**src/rtl/ti_pkg.sv**
```systemverilog
`timescale 1ns/1ps
package ti_pkg;
  localparam int NIB = 4;
  localparam int NSH = 3;

  typedef logic [NIB-1:0] nib_t;
  typedef nib_t [NSH-1:0] shares_t;

  // unshared first quadratic stage, used only by the checker
  function automatic nib_t g_ref(input nib_t x);
    case (x)
      4'h0: g_ref = 4'h7; 4'h1: g_ref = 4'hE; 4'h2: g_ref = 4'h9; 4'h3: g_ref = 4'h2;
      4'h4: g_ref = 4'hB; 4'h5: g_ref = 4'h0; 4'h6: g_ref = 4'h4; 4'h7: g_ref = 4'hD;
      4'h8: g_ref = 4'h5; 4'h9: g_ref = 4'hC; 4'hA: g_ref = 4'hA; 4'hB: g_ref = 4'h1;
      4'hC: g_ref = 4'h8; 4'hD: g_ref = 4'h3; 4'hE: g_ref = 4'h6; default: g_ref = 4'hF;
    endcase
  endfunction
endpackage

```
**src/rtl/ti_g_comp.sv**
```systemverilog
`timescale 1ns/1ps
// One component of the shared G map. It sees the share that follows its
// own index (own) and the one after that (oth), never its own share.
module ti_g_comp
  import ti_pkg::*;
#(
  parameter int IDX = 0
) (
  input  nib_t own,
  input  nib_t oth,
  output nib_t y
);
  localparam logic KONE = (IDX == 0) ? 1'b1 : 1'b0;

  logic ap, bp, cp, dp, aq, bq, cq, dq;
  logic core1, fix1;

  assign {dp, cp, bp, ap} = own;
  assign {dq, cq, bq, aq} = oth;

  assign y[0] = KONE ^ ap
              ^ (dp & cq) ^ (dq & cp) ^ (dp & bq) ^ (dq & bp) ^ (cp & bq) ^ (cq & bp)
              ^ (dp & cp) ^ (dp & bp) ^ (cp & bp);

  assign core1 = KONE ^ bp ^ dq
               ^ (cp & aq) ^ (cq & ap) ^ (bp & aq) ^ (bq & ap)
               ^ (cp & ap) ^ (bp & ap);

  // uniformity correction: each c*b product of one share goes into two components
  assign fix1 = (cp & bp) ^ (cq & bq);
  assign y[1] = core1 ^ fix1;

  assign y[2] = KONE ^ cp ^ bp;
  assign y[3] = cp ^ bp ^ ap;
endmodule

```
**src/rtl/ti_f_comp.sv**
```systemverilog
`timescale 1ns/1ps
// One component of the shared F map, same share rotation as the G side.
module ti_f_comp
  import ti_pkg::*;
(
  input  nib_t own,
  input  nib_t oth,
  output nib_t y
);
  logic ap, bp, cp, dp, aq, bq, cq, dq;
  logic da_x;

  assign {dp, cp, bp, ap} = own;
  assign {dq, cq, bq, aq} = oth;

  assign da_x = (dp & ap) ^ (dp & aq) ^ (dq & ap);

  assign y[0] = bp ^ (cp & ap) ^ (cp & aq) ^ (cq & ap);
  assign y[1] = cp ^ bp ^ da_x;
  assign y[2] = dp ^ (bp & ap) ^ (bp & aq) ^ (bq & ap);
  assign y[3] = cp ^ bp ^ ap ^ da_x;
endmodule

```
**src/rtl/ti_stage.sv**
```systemverilog
`timescale 1ns/1ps
// Pipeline slot: payload plus valid flag, loaded when the pipeline advances.
module ti_stage #(
  parameter int W = 12
) (
  input  logic         clk,
  input  logic         rst,
  input  logic         en,
  input  logic         vin,
  input  logic [W-1:0] din,
  output logic         vout,
  output logic [W-1:0] dout
);
  always_ff @(posedge clk) begin
    if (rst) begin
      vout <= 1'b0;
      dout <= '0;
    end else if (en) begin
      vout <= vin;
      dout <= din;
    end
  end
endmodule

```
**src/rtl/ti_sbox3.sv**
```systemverilog
`timescale 1ns/1ps
module ti_sbox3
  import ti_pkg::*;
(
  input  logic           clk,
  input  logic           rst,
  input  logic           in_valid,
  output logic           in_ready,
  input  logic [NIB-1:0] in_sh0,
  input  logic [NIB-1:0] in_sh1,
  input  logic [NIB-1:0] in_sh2,
  output logic           out_valid,
  input  logic           out_ready,
  output logic [NIB-1:0] out_sh0,
  output logic [NIB-1:0] out_sh1,
  output logic [NIB-1:0] out_sh2
);
  localparam int SW = NSH * NIB;

  logic    adv;
  shares_t in_sh, g_sh, st1_sh, f_sh, o_sh;
  logic    st1_vld;

  // one advance condition for the whole pipe: output slot free or being drained
  assign adv      = ~out_valid | out_ready;
  assign in_ready = adv;

  assign in_sh[0] = in_sh0;
  assign in_sh[1] = in_sh1;
  assign in_sh[2] = in_sh2;

  for (genvar i = 0; i < NSH; i++) begin : g_gcomp
    ti_g_comp #(.IDX(i)) u_g (
      .own (in_sh[(i + 1) % NSH]),
      .oth (in_sh[(i + 2) % NSH]),
      .y   (g_sh[i])
    );
  end

  ti_stage #(.W(SW)) u_st1 (
    .clk  (clk),
    .rst  (rst),
    .en   (adv),
    .vin  (in_valid),
    .din  (g_sh),
    .vout (st1_vld),
    .dout (st1_sh)
  );

  for (genvar i = 0; i < NSH; i++) begin : g_fcomp
    ti_f_comp u_f (
      .own (st1_sh[(i + 1) % NSH]),
      .oth (st1_sh[(i + 2) % NSH]),
      .y   (f_sh[i])
    );
  end

  ti_stage #(.W(SW)) u_st2 (
    .clk  (clk),
    .rst  (rst),
    .en   (adv),
    .vin  (st1_vld),
    .din  (f_sh),
    .vout (out_valid),
    .dout (o_sh)
  );

  assign out_sh0 = o_sh[0];
  assign out_sh1 = o_sh[1];
  assign out_sh2 = o_sh[2];
endmodule

```
**config.mk**
```make
export PLATFORM = sky130hd
export DESIGN_NAME = ti_sbox3
export DESIGN_NICKNAME = d
export VERILOG_FILES = /design/src/rtl/ti_pkg.sv /design/src/rtl/ti_g_comp.sv /design/src/rtl/ti_f_comp.sv /design/src/rtl/ti_stage.sv /design/src/rtl/ti_sbox3.sv
export SDC_FILE = /design/constraint.sdc
export NUM_CORES = 1
export LEC_CHECK = 0
export ABC_CLOCK_PERIOD_IN_PS = 2790
export CAP_MARGIN = 5
export CORE_MARGIN = 10
export CORE_UTILIZATION = 25
export DETAILED_ROUTE_END_ITERATION = 8
export GPL_ROUTABILITY_DRIVEN = 1
export PLACE_DENSITY = 0.39
export SLEW_MARGIN = 20
export SYNTH_ARGS = -nofsm -noshare
export SYNTH_HDL_FRONTEND = slang
export SYNTH_SLANG_ARGS = --single-unit
```
**constraint.sdc**
```tcl
create_clock -name clk -period 2.79 [get_ports clk]
set_clock_uncertainty 0.2 [all_clocks]
set_input_delay 0.279 -clock clk [delete_from_list [all_inputs] [get_ports clk]]
set_output_delay 0.279 -clock clk [all_outputs]
set_load 0.01 [all_outputs]
```
# Yosys cells after proc, flatten, opt, wreduce, memory -nomap -nowiden
# Cells that the tools add are included.
[totals]
regBits = 26
inputBits = 16
elab_cells = 178
[op_classes]
n_bitwise = 174
[ops]
columns = ["operator", "count"]
rows = [
  ["$xor 1x1->1", 97],
  ["$and 1x1->1", 72],
  ["$not 1->1", 4],
  ["$or 1x1->1", 1],
]

# Depth between registers and ports, before layout
[logic_depth]
ltp_word = 10
ltp_mapped = 7

# Hierarchy
# From an unflattened synthesis, not the netlist that was laid out.
[unflattened]
hier_cells = 240
area_unflattened_um2 = 2227.1
[modules_own_cells]
columns = ["mod", "n_inst", "cells_per_inst", "area_each_um2", "seq_area_each_um2"]
rows = [
  ["ti_stage", 2, 42, 474.2, 260.2],
  ["ti_f_comp", 3, 22, 192.7, 0.0],
  ["ti_g_comp at g_gcomp[1].u_g ...", 2, 29, 227.7, 0.0],
  ["ti_g_comp at g_gcomp[0].u_g", 1, 31, 239.0, 0.0],
  ["ti_sbox3", 1, 1, 6.3, 0.0],
]

# Worst setup path before layout
# No wires, ideal clock.
[synth_path]
path_kind = "input-to-reg"
start = "in in_sh0[1]"
end = "reg u_st1.dout[9]"
setup_ns = 0.091
t_arrival_ns = 1.630
required_time_ns = 2.499
slack_ns = 0.869
stages = 6
path_buffers = 0
cell_sequence = "ha_1 > xnor2_1 > xnor3_1 > xor2_1 > a21o_1 > a311oi_1"
[synth_via]
elab_chain_cells = 8
elab_cells_between_ends = 12
cone_classes = "bitwise: 12"
[synth_rtl]
columns = ["item", "line_no", "rtl"]
rows = [
  ["start, declared", "ti_sbox3.sv:9", "input logic [NIB-1:0] in_sh0,"],
  ["$xor 1x1->1", "ti_g_comp.sv:25", "assign core1 = KONE ^ bp ^ dq"],
  ["$xor 1x1->1 (4 in a row)", "ti_g_comp.sv:26", "^ (cp & aq) ^ (cq & ap) ^ (bp & aq) ^ (bq & ap)"],
  ["$xor 1x1->1 (2 in a row)", "ti_g_comp.sv:27", "^ (cp & ap) ^ (bp & ap);"],
  ["$xor 1x1->1 (*)", "ti_g_comp.sv:31", "assign y[1] = core1 ^ fix1;"],
  ["end signal, assigned", "ti_stage.sv:20", "dout <= din;"],
  ["end, declared", "ti_stage.sv:12", "output logic [W-1:0] dout"],
]
# Every way passes the cells marked *; elsewhere a longest branch is shown, timed or not.
# A chain may end at the register's enable or synchronous reset.

# Worst setup path in the final report
# Same ends and word-level chain as after synthesis.

==> qor.txt <==
=================================================================================
Result of the run                                                    finished clean
Period utilization                                                         0.8175
Post-Synthesis Net Count                                                      262
Slew margin rel.                                                           0.5988
Post-placement worst setup slack                                        0.2192 ns
Number of vias in the routed layout                                         1,629
Number of enable flip-flop cells after synthesis                                0
Pin count of the biggest net entering global routing                           27
Static Leakage                                                       0.0009080 uW
Series of cell instances along the critical path                     clkdlybuf4s50_1, ha_1, xnor2_1, xnor3_1, xor2_1, a21o_1, a311oi_1
Kind of cell adding the most delay to the critical path              XOR/XNOR gates
Biggest fanout along the worst timing path                                      5
Layout cell share with drive strength beyond 1                            0.07224
Post-CTS setup-driven buffer insertion count                                    0
Count of H-tree levels built during CTS                                         1
Initial detailed-routing violation count                                       57
Max-capacitance violation count                                                 0
Commonest non-fill, non-tap cells in the layout                      41 x sky130_fd_sc_hd__xnor2_1, 31 x sky130_fd_sc_hd__nand2_1, 29 x sky130_fd_sc_hd__clkdlybuf4s50_1
Initial antenna violation count                                                 0
Post-synthesis sequential element count                                        26
Skew-Pair Late Insertion Delay                                            0.27 ns
WP data arrival                                                           2.27 ns
Remaining global-route overflow                                                 0
Final hold viol count                                                           0
Number of warnings printed during yosys synthesis                               0
Most area-consuming cells after synthesis                            sky130_fd_sc_hd__dfxtp_1 25%, sky130_fd_sc_hd__xnor2_1 17%, sky130_fd_sc_hd__nand2_1 5.7%, sky130_fd_sc_hd__xor2_1 5.1%, sky130_fd_sc_hd__a211oi_1 3.6%
Achievable frequency                                                    438.5 MHz
HP Class                                                               reg -> reg
Required time of the critical path                                        2.78 ns
Y dimension of the die                                                   110.7 um
N_diodes                                                                        0
Wirelength, routed                                                       4.939 mm
Die width                                                                110.7 um
Cts repair resizes                                                              0
Critical path class                                                     in -> reg
Post-synthesis cell type with the largest combined area              sky130_fd_sc_hd__dfxtp_1
Overall power after layout                                                1393 uW
Area inside the core boundary                                           8093 um^2
Critical path's slowest cell                                         sky130_fd_sc_hd__clkdlybuf4s50_1
FP Rows                                                                        33
Cell count after synthesis                                                    240
Synthesized area divided by synthesized cell count                     8.571 um^2
Setup Total Neg Slack                                                        0 ns
Worst Setup End Kind                                                    flip-flop
Slew @ Worst Pin                                                        0.6010 ns
Startpoint Class                                                       input port
Detailed-route wire length on metal 1                                    2.448 mm
CTS buffer count                                                                3
Avg WL per Cell                                                          13.42 um
Number of nets with antenna violations after routing                            0
Pins Over Slew Limit                                                            0
Number of global-route vias before repair                                   1,648
Starting density of the core                                               0.2542
Area growth from synthesis to final layout                                 21.11%
Quantity of I/O buffers inserted on ports                                      29
CTS Root Cell                                                        sky130_fd_sc_hd__clkbuf_8
Most common cell after layout, fill and taps aside                   sky130_fd_sc_hd__xnor2_1
Wire length on met3                                                        249 um
Synth Cell Area                                                         2057 um^2
FFs w/ async S/R, synth                                                         0
Final setup viols                                                               0
Vias per cell                                                               4.427
Number of optimization iterations in the first detailed-route pass              4
Number of unique standard cell types used by synthesis                         44
Net count, final                                                              286
Global-route wire length before repair                                   8.549 mm
Gpl congestion                                                             0.7680
Post-detailed-route DRC marker count                                            0
Area share of the largest cell type after synthesis                        0.2530
Highest metal layer with signal wires                                        met4
Final HPWL from detailed placement                                       3.787 mm
Hold-fix buffer count after cts                                                 0
Buffer levels on the longest clock path                                         2
Worst-path clk slew                                                       0.09 ns
Sequential area share after synthesis                                      0.2530
Number of buffer and inverter stages on the critical path                       1
Setup WS post-layout                                                    0.5093 ns
Setup repair after global routing missed its margin                         false
Final min period                                                         2.281 ns
Detail Route met2 WL                                                     2.191 mm
Number of sinks driven by the clock tree                                       26
Boundary Pins                                                                  30
Worst-case vdd ir drop                                                  0.1325 mV
Power density normalized to cell area                                559.3 nW/um^2
Post-route core utilization                                                0.3078
Gr usage total                                                            0.08084
Die ar.                                                               12,260 um^2
Highest cell delay on the worst timing path                               0.59 ns
Top flip-flop cell by instance count after synthesis                 sky130_fd_sc_hd__dfxtp_1
Clock tree from TritonCTS                                                   built
=================================================================================
-- where the power goes --
| group | switching (uW) | internal, uW | leakage, uW | total (uW) |
|---|---|---|---|---|
| Sequential | 96.4 | 444 | 0.000216 | 541 |
| Combinational | 253 | 348 | 0.000663 | 601 |
| Clock | 125 | 126 | 0.0000288 | 251 |
-- path summary, 6_finish.rpt --
path | start | slack [ns] | to | depth (start not counted)
setup / recovery | in_sh0[1] | 0.51 | u_st1.dout[9]$_SDFFE_PP0P_ | 7
hold / removal | u_st2.dout[11]$_SDFFE_PP0P_ | 0.25 | u_st2.dout[11]$_SDFFE_PP0P_ | 2
setup reg to reg | u_st1.dout[8]$_SDFFE_PP0P_ | 0.79 | u_st2.dout[4]$_SDFFE_PP0P_ | 5
hold reg to reg | u_st2.dout[11]$_SDFFE_PP0P_ | 0.25 | u_st2.dout[11]$_SDFFE_PP0P_ | 2
-- cells by family (layout without fill, tap and decap cells) --
group	Yosys count	in the layout	share of synthesized area
simple gates	83	83	0.2153
mux	4	4	0.02311
xor+xnor	56	56	0.2585
fa+ha+maj	6	6	0.03650
compound gates	43	43	0.1527
flops	26	26	0.2530
buf+inv	22	45	0.06082
-- flip-flops by register name, indices dropped and copies added (netlist names) --
| signal | flops |
|---|---|
| u_st1.vout | 1 |
| u_st2.dout | 12 |
| u_st2.vout | 1 |
| u_st1.dout | 12 |
-- worst register-to-register path: stages, from the launching register on --
cell	delay [ns]
sky130_fd_sc_hd__dfxtp_1	0.66
sky130_fd_sc_hd__mux2_2	0.40
sky130_fd_sc_hd__a221oi_1	0.32
sky130_fd_sc_hd__xnor2_1	0.16
sky130_fd_sc_hd__nand2_1	0.07
sky130_fd_sc_hd__a21oi_1	0.14
-- layer usage --
| metal | vias to the layer above | track usage |
|---|---|---|
| met5 | - | 0 |
| met4 | 0 | 0.02344 |
| met3 | 4 | 0.02273 |
| met2 | 27 | 0.1305 |
| met1 | 730 | 0.1018 |
| li1 | 868 | - |
-- per-stage QoR --
stage	std cells	hold WS (ns)	area, um^2
3_3_place_gp	364	0.2405	2436
2_1_floorplan	240	0.2195	2057
6_report	368	0.2547	2491
4_1_cts	368	0.2594	2491
5_1_grt	368	0.2858	2491
3_5_place_dp	364	0.2442	2436
-- cells in the mapped netlist (all sizes together) (2+ instances only) --
library cell and number:
nor4bb 3, nand2 31, inv 2, buf 11
nor2b 10, a221oi 3, a311oi 2, xnor2 41
nor2 16, xor2 12, nand4bb 2, clkbuf 9
nand2b 2, dfxtp 26, a21oi 10, nand3 3
o21ai 6, a211oi 10, o211ai 4, nand3b 9
a21o 3, xnor3 3, nor3b 2, ha 6
mux2 3
-- layout make-up --
type	count	area, um^2
Fill cell	902	5602
Multi-Input combinational cell	192	1411
Sequential cell	26	520.5
Timing Repair Buffer	39	365.4
Tap cell	105	131.4
Clock buffer	4	55.05
Inverter	2	7.507
Power figures use the tool's default switching activity.
